[src/rtl/irq_timer_pkg.sv]
package irq_timer_pkg;

    localparam int CODE_W = 4;
    localparam int DATA_W = 8;

    localparam logic [CODE_W-1:0] CMD_CTRL   = 4'hD;
    localparam logic [CODE_W-1:0] CMD_CNT_LO = 4'hE;
    localparam logic [CODE_W-1:0] CMD_CNT_HI = 4'hF;

    localparam int CTRL_IRQ_BIT = 0;
    localparam int CTRL_RUN_BIT = 7;

    typedef struct packed {
        logic run;
        logic irq_en;
    } ctrl_t;

    typedef struct packed {
        logic              wr_ctrl;
        logic              wr_lo;
        logic              wr_hi;
        ctrl_t             ctrl_val;
        logic [DATA_W-1:0] data;
    } cmd_t;

endpackage

[src/rtl/irq_cmd_decode.sv]
module irq_cmd_decode
    import irq_timer_pkg::*;
(
    input  logic              cmd_valid,
    input  logic [CODE_W-1:0] cmd_code,
    input  logic [DATA_W-1:0] cmd_data,
    output cmd_t              dec
);

    always_comb begin
        dec                 = '0;
        dec.wr_ctrl         = cmd_valid && (cmd_code == CMD_CTRL);
        dec.wr_lo           = cmd_valid && (cmd_code == CMD_CNT_LO);
        dec.wr_hi           = cmd_valid && (cmd_code == CMD_CNT_HI);
        dec.ctrl_val.run    = cmd_data[CTRL_RUN_BIT];
        dec.ctrl_val.irq_en = cmd_data[CTRL_IRQ_BIT];
        dec.data            = cmd_data;
    end

endmodule

[src/rtl/irq_down_counter.sv]
module irq_down_counter #(
    parameter int CNT_W  = 16,
    parameter int BYTE_W = 8
) (
    input  logic              clk,
    input  logic              rst_n,
    input  logic              load_lo,
    input  logic              load_hi,
    input  logic [BYTE_W-1:0] load_data,
    input  logic              step,
    output logic [CNT_W-1:0]  count,
    output logic              wrap
);

    localparam int NUM_LANES = CNT_W / BYTE_W;
    localparam logic [CNT_W-1:0] CNT_MAX = {CNT_W{1'b1}};

    typedef struct packed {
        logic [CNT_W-1:0] count;
    } cnt_state_t;

    cnt_state_t cnt_d, cnt_q;

    logic [NUM_LANES-1:0] lane_wr;
    logic [CNT_W-1:0]     merged;
    logic                 any_load;
    logic                 at_zero;

    // Each byte lane takes new data when its own write arrives.
    for (genvar i = 0; i < NUM_LANES; i++) begin : g_lane
        if (i == 0) begin : g_low
            assign lane_wr[i] = load_lo;
        end else if (i == NUM_LANES - 1) begin : g_high
            assign lane_wr[i] = load_hi;
        end else begin : g_mid
            assign lane_wr[i] = 1'b0;
        end
        assign merged[i*BYTE_W +: BYTE_W] =
            lane_wr[i] ? load_data : cnt_q.count[i*BYTE_W +: BYTE_W];
    end

    always_comb begin
        any_load = |lane_wr;
        at_zero  = (cnt_q.count == '0);
        wrap     = step && !any_load && at_zero;
        cnt_d    = cnt_q;
        if (any_load) begin
            cnt_d.count = merged;
        end else if (step) begin
            cnt_d.count = at_zero ? CNT_MAX : cnt_q.count - CNT_W'(1);
        end
    end

    always_ff @(posedge clk or negedge rst_n) begin
        if (!rst_n) begin
            cnt_q <= '0;
        end else begin
            cnt_q <= cnt_d;
        end
    end

    assign count = cnt_q.count;

endmodule

[src/rtl/irq_pend_flag.sv]
module irq_pend_flag
    import irq_timer_pkg::*;
(
    input  logic clk,
    input  logic rst_n,
    input  cmd_t dec,
    input  logic wrap,
    input  logic irq_ack,
    output logic run,
    output logic irq_en,
    output logic pending,
    output logic irq
);

    typedef struct packed {
        ctrl_t ctrl;
        logic  pend;
        logic  irq;
    } flag_state_t;

    flag_state_t flg_d, flg_q;

    logic disable_wr;
    logic clr_pend;
    logic set_pend;

    always_comb begin
        flg_d      = flg_q;
        disable_wr = dec.wr_ctrl && !dec.ctrl_val.irq_en;
        clr_pend   = irq_ack || dec.wr_lo || dec.wr_hi || disable_wr;
        set_pend   = wrap && flg_q.ctrl.irq_en && !disable_wr;
        if (dec.wr_ctrl) begin
            flg_d.ctrl = dec.ctrl_val;
        end
        flg_d.pend = set_pend || (flg_q.pend && !clr_pend);
        flg_d.irq  = flg_q.pend;
    end

    always_ff @(posedge clk or negedge rst_n) begin
        if (!rst_n) begin
            flg_q <= '0;
        end else begin
            flg_q <= flg_d;
        end
    end

    assign run     = flg_q.ctrl.run;
    assign irq_en  = flg_q.ctrl.irq_en;
    assign pending = flg_q.pend;
    assign irq     = flg_q.irq;

endmodule

[src/rtl/cyc_irq_timer.sv]
module cyc_irq_timer
    import irq_timer_pkg::*;
#(
    parameter int CNT_W = 16
) (
    input  logic              clk,
    input  logic              rst_n,
    input  logic              cmd_valid,
    input  logic [CODE_W-1:0] cmd_code,
    input  logic [DATA_W-1:0] cmd_data,
    input  logic              cpu_tick,
    input  logic              irq_ack,
    output logic              irq
);

    cmd_t             dec;
    logic             run_q;
    logic             irq_en_q;
    logic             pend_q;
    logic             wrap;
    logic             step;
    logic [CNT_W-1:0] cnt_value;

    assign step = cpu_tick && run_q;

    irq_cmd_decode u_dec (
        .cmd_valid (cmd_valid),
        .cmd_code  (cmd_code),
        .cmd_data  (cmd_data),
        .dec       (dec)
    );

    irq_down_counter #(
        .CNT_W  (CNT_W),
        .BYTE_W (DATA_W)
    ) u_cnt (
        .clk       (clk),
        .rst_n     (rst_n),
        .load_lo   (dec.wr_lo),
        .load_hi   (dec.wr_hi),
        .load_data (dec.data),
        .step      (step),
        .count     (cnt_value),
        .wrap      (wrap)
    );

    irq_pend_flag u_flag (
        .clk     (clk),
        .rst_n   (rst_n),
        .dec     (dec),
        .wrap    (wrap),
        .irq_ack (irq_ack),
        .run     (run_q),
        .irq_en  (irq_en_q),
        .pending (pend_q),
        .irq     (irq)
    );

endmodule

[config.mk]
export PLATFORM = sky130hd
export DESIGN_NAME = cyc_irq_timer
export DESIGN_NICKNAME = d
export VERILOG_FILES = /design/src/rtl/irq_timer_pkg.sv /design/src/rtl/irq_cmd_decode.sv /design/src/rtl/irq_down_counter.sv /design/src/rtl/irq_pend_flag.sv /design/src/rtl/cyc_irq_timer.sv
export SDC_FILE = /design/constraint.sdc
export NUM_CORES = 1
export LEC_CHECK = 0
export BUFFER_PORTS_ARGS = -buffer_cell sky130_fd_sc_hd__buf_2
export CAP_MARGIN = 20
export CORE_UTILIZATION = 45
export DETAILED_ROUTE_END_ITERATION = 8
export GPL_TIMING_DRIVEN = 0
export PLACE_DENSITY = 0.65
export SLEW_MARGIN = 20
export SYNTH_ARGS = -nofsm -noshare
export SYNTH_HDL_FRONTEND = slang
export SYNTH_SLANG_ARGS = --single-unit
[constraint.sdc]
create_clock -name clk -period 4.1 [get_ports clk]
set_clock_uncertainty 0.15 [all_clocks]
set_input_delay 0.205 -clock clk [delete_from_list [all_inputs] [get_ports clk]]
set_output_delay 0.205 -clock clk [all_outputs]
set_load 0.05 [all_outputs]
* After elaboration in Yosys (flattened, before gate mapping) *
Index checks and enable logic that the tools add are counted.

storage, ports and cells
  bits in registers = 20
  input port bits = 17
  output and inout bits = 1
  logic and storage cells = 40

operators by class
  add/subtract/negate cells = 1
  equal/unequal tests = 5
  mux-type cells = 5
  reductions and logical operators = 23

operators with widths
  cell                                                                  count
  16-bit 2-to-1 mux                                                     3
  16-bit logical NOT                                                    1
  8-bit 2-to-1 mux                                                      2
  16-bit by 1-bit subtractor with 16-bit output, second input constant  1
  4-bit == test, second input constant                                  3
  1-bit logical AND                                                     10
  1-bit logical NOT                                                     4
  1-bit logical OR                                                      4
  2-bit by 1-bit != test with 1-bit output, second input constant       2
  2-bit AND reduction                                                   2
  2-bit nonzero test                                                    1
  2-bit OR reduction                                                    1

* Depth between registers and ports, before layout *
  depth after elaboration = 9
  gate-level depth with buffers = 9
  mapped depth without buffers = 7

* Cells and area by module *
A second synthesis with hierarchy kept.

unflattened totals
  cells, all modules = 166
  area, all modules = 1483.9 µm²

by module, submodules not included
  module            instances  cells each  area an instance (µm²)  seq. area each (µm²)
  irq_down_counter  1          139         1222.4                  400.4
  irq_pend_flag     1          10          147.6                   100.1
  irq_cmd_decode    1          16          107.6                   0.0
  cyc_irq_timer     1          1           6.3                     0.0

* Least setup slack after synthesis *
No wires, ideal clock.

  path kind = flip-flop to flip-flop
  from = reg u_cnt.cnt_q, in the netlist u_cnt.count[0]
  to = reg u_cnt.cnt_q, in the netlist u_cnt.count[0]
  setup time = 64 ps
  data arrival time = 1764 ps
  required time = 3886 ps
  setup slack = 2122 ps
  stages on the path, launching flop included = 10
  buffers on the path = 2
  period minus slack after synthesis = 1978 ps
  path through = dfrtp_1 > inv_1 > ha_1 > nor3b_1 > nand4_2 > and2_4 > buf_6 > buf_6 > a211oi_1 > a21o_1

on the way
  word-level cells in the longest chain between the ends = 4
  elaborated cells between the ends (all ways) = 5
  those cells by class = add/sub (1); mux (3); reduce/logical (1)

RTL lines
  element                                                                              line                                            source
  start: declaration                                                                   irq_down_counter.sv:22                          cnt_state_t cnt_d, cnt_q;
  start signal: assignment                                                             irq_down_counter.sv:58                          cnt_q <= cnt_d;
  16-bit by 1-bit subtractor with 16-bit output or 16-bit logical NOT (tied branches)  irq_down_counter.sv:50, irq_down_counter.sv:44
  16-bit 2-to-1 mux (*)                                                                irq_down_counter.sv:50                          cnt_d.count = at_zero ? CNT_MAX : cnt_q.count - CNT_W'(1);
  16-bit 2-to-1 mux (*)                                                                irq_down_counter.sv:49                          end else if (step) begin
  16-bit 2-to-1 mux (*)                                                                irq_down_counter.sv:47                          if (any_load) begin

Every way passes the cells marked *; elsewhere a longest branch is shown, timed or not. The select of a mux whose other input is x is not followed.
A chain may end at the register's enable or synchronous reset.

* Worst setup path after layout *
  from = reg u_cnt.cnt_q, in the netlist u_cnt.count[0]
  to = reg u_cnt.cnt_q, in the netlist u_cnt.count[13]

The elaborated chain is that of the path after synthesis.

==> results.txt <==
status: completed
PnR Total Power: 0.734 mW
headroom to the max-slew limit: 68.1%
leading cell types by count after synthesis: dfrtp_1, nor2_1, a21oi_1, nand2_1
Area contributors post-synth: dfrtp_1, o22a_1, a21oi_1, nor2_1, nor4_4
max-cap violations: 0
Iter 0 DRT Violations: 52
busiest grt layer: met2
gpl congestion: 0.863
crit path cell chain: inv_1 > ha_1 > nor3b_1 > nand4_2 > and2_4 > buf_6 > buf_6 > a311oi_1
Hold Startpoint: irq_ack
first-pass GRT wire length: 5.38 mm
Worst Path Class, Setup: flop to flop
most common cell in the synthesized netlist: dfrtp_1
Leak Pwr: 0.623 nW
# diodes: 0
maximum clock rate: 442 MHz
minimum clock period after layout: 2.26 ns
Worst Setup End Kind: flop
Slowest cell on crit path: dfrtp_1
number of I/O port buffers: 17
Slew Limit Fails: 0
HP Class: input port to flop
TritonCTS clock tree: yes
register area share after synthesis: 38.8%
row count: 19
Initial Utilization: 47.1%
Final Hold Fails: 0
CTS Buf Count: 3
met2 usage: 35.3%
Mapped Cells: 141
Final Setup Violations: 0
drt via density: 6.18
largest net degree at the start of global routing: 21
cell mode on critical path: buf_6
CP startpoint kind: flop
CTS clk-pin slew, worst paths: 0.11 ns
Synth Net Count: 160
# resized after CTS: 0
setup slack, reg-to-reg: 1.84 ns
H-tree depth: 1
die width: 55.5 um
Max IR drop VDD: 391 uV
clock buffer depth: 2
Post-Place Worst Slack: 1.89 ns
area grow syn2layout: 13.7%
antenna violations before repair: 0
clock sinks: 20
final wirelength: 3.14 mm
flops & latches, synth: 20
Syn Area/Cell: 9.14 um^2
Clock Tree Root: clkbuf_4
Cell Pwr Density: 501 nW/um^2
hold endpoint: u_flag.pending
Worst Path Required: 4.15 ns
asr flop ratio synth: 100%
core region area: 2730 um^2
vias in the first global route: 1163
Skew-Pair Late Insertion Delay: 0.31 ns
Worst Setup SP: u_cnt.count[0]
die area: 3080 um^2
DP Wirelength: 2.33 mm
share of cells above drive strength 1: 17.1%
RR Startpoint: u_cnt.count[0]
gr usage total: 22.5%
Post-synth EDFFs: 0
r2r worst-path depth: 8
Critical Path Max Stage Delay: 0.46 ns
synth unique cells: 44
area leader, netlist: dfrtp_1
setup TNS: 0 ns
fin nets: 185
Hold-fix buffers, CTS: 3
# Post-CTS Setup Buffers: 0
Post-Syn Area: 1290 um^2
wire length per cell: 16.1 um
# DRC: 0
Vias: 1206
CP Max Fanout: 10
hold_ws: 0.0267 ns
Hold Path Cell Cnt: 3
area share of the largest cell type after synthesis: 38.8%
Worst Path Arrival: 2.32 ns
Final WS setup: 1.84 ns
antenna viol nets, final: 0
DIE HEIGHT: 55.5 um
I/O pins: 18
Synth Warn #: 0
Synth Flop Type: dfrtp_1
total congestion overflow: 0
first-pass iteration count of the detailed router: 5
reg2reg end: u_cnt.count[13]
met3 Use GR: 2.34%
GR Util met1: 31.0%
Worst Tran Pin Value: 0.475 ns
fin crit share: 55.2%
RSZ-0062 raised after global routing: no
## through the flow
| stage | utilization (%) | instances | instance area [um^2] |
|---|---|---|---|
| 3_3_place_gp | 51.7 | 189 | 1410 |
| 6_report | 53.6 | 195 | 1470 |
| 5_1_grt | 53.6 | 195 | 1470 |
| 3_5_place_dp | 51.7 | 189 | 1410 |
| 4_1_cts | 53.6 | 195 | 1470 |
| 2_1_floorplan | - | 141 | 1290 |
## layout make-up
class	count	area, um^2
tap	31	38.8
multi-input combinational	106	709
timing repair buffer	20	115
buffer	8	52.6
sequential	20	500
inverter	7	26.3
clock buffer	3	22.5
fill	255	1270
## state kept, by name, indices dropped and copies added (netlist names)
| register | count |
|---|---|
| u_flag.irq | 1 |
| u_flag.irq_en | 1 |
| u_flag.pending | 1 |
| u_flag.run | 1 |
| u_cnt.count | 16 |
## worst max path at each step
stage,end,slack [ns],depth (start not counted)
after floorplan,u_cnt.count[0],2.12,9
after global placement,u_cnt.count[13],1.88,8
after detailed placement,u_cnt.count[13],1.89,8
after CTS,u_cnt.count[13],1.84,8
after global routing,u_cnt.count[0],1.69,9
final,u_cnt.count[13],1.84,8
## where the power goes
group	internal [mW]	switching [mW]
logic	0.129	0.141
clock network	0.0344	0.0614
registers	0.267	0.100
total	0.431	0.303
## cell families (layout without fill, tap and decap cells)
logic type | count (synthesis) | after routing | share of synthesized area, %
and+or+nand+nor | 55 | 55 | 25.4
AOI/OAI and AO/OA | 47 | 47 | 25.9
buffers and inverters | 15 | 38 | 6.12
adders and majority gates | 2 | 2 | 1.94
muxes | 2 | 2 | 1.75
DFF | 20 | 20 | 38.8
## critical path: cells and delay by family, from the launching register on
family	cells	cell delay, ns
adders and majority gates	1	0.15
and+or+nand+nor	3	0.70
buffers and inverters	3	0.38
AOI/OAI and AO/OA	1	0.31
DFF	1	0.46
## placed cells by master, fill, tap and decap left out, types with 2 or more instances in the layout
| master | count |
|---|---|
| o22ai_1 | 3 |
| dlygate4sd3_1 | 3 |
| a41oi_1 | 2 |
| nand4_1 | 4 |
| clkbuf_1 | 4 |
| inv_1 | 7 |
| nor4_4 | 2 |
| buf_6 | 3 |
| a211oi_1 | 2 |
| nor4_1 | 2 |
| clkbuf_4 | 3 |
| dfrtp_1 | 20 |
| mux2_1 | 2 |
| a2bb2oi_1 | 2 |
| buf_2 | 17 |
| ha_1 | 2 |
| nor2_1 | 13 |
| a21oi_1 | 10 |
| nor3_1 | 7 |
| a31oi_1 | 5 |
| o31ai_1 | 3 |
| o22a_1 | 7 |
| o21ai_0 | 2 |
| a21o_1 | 2 |
| o21a_1 | 2 |
| nand2_1 | 10 |
| nand3_1 | 5 |
## routing by layer
layer	part of all wire [%]	wire (um)
met5	0	0
met1	49	1550
met2	44	1370
met4	2.2	69
met3	4.8	151
Note: power is estimated with default switching activity, not from simulation.
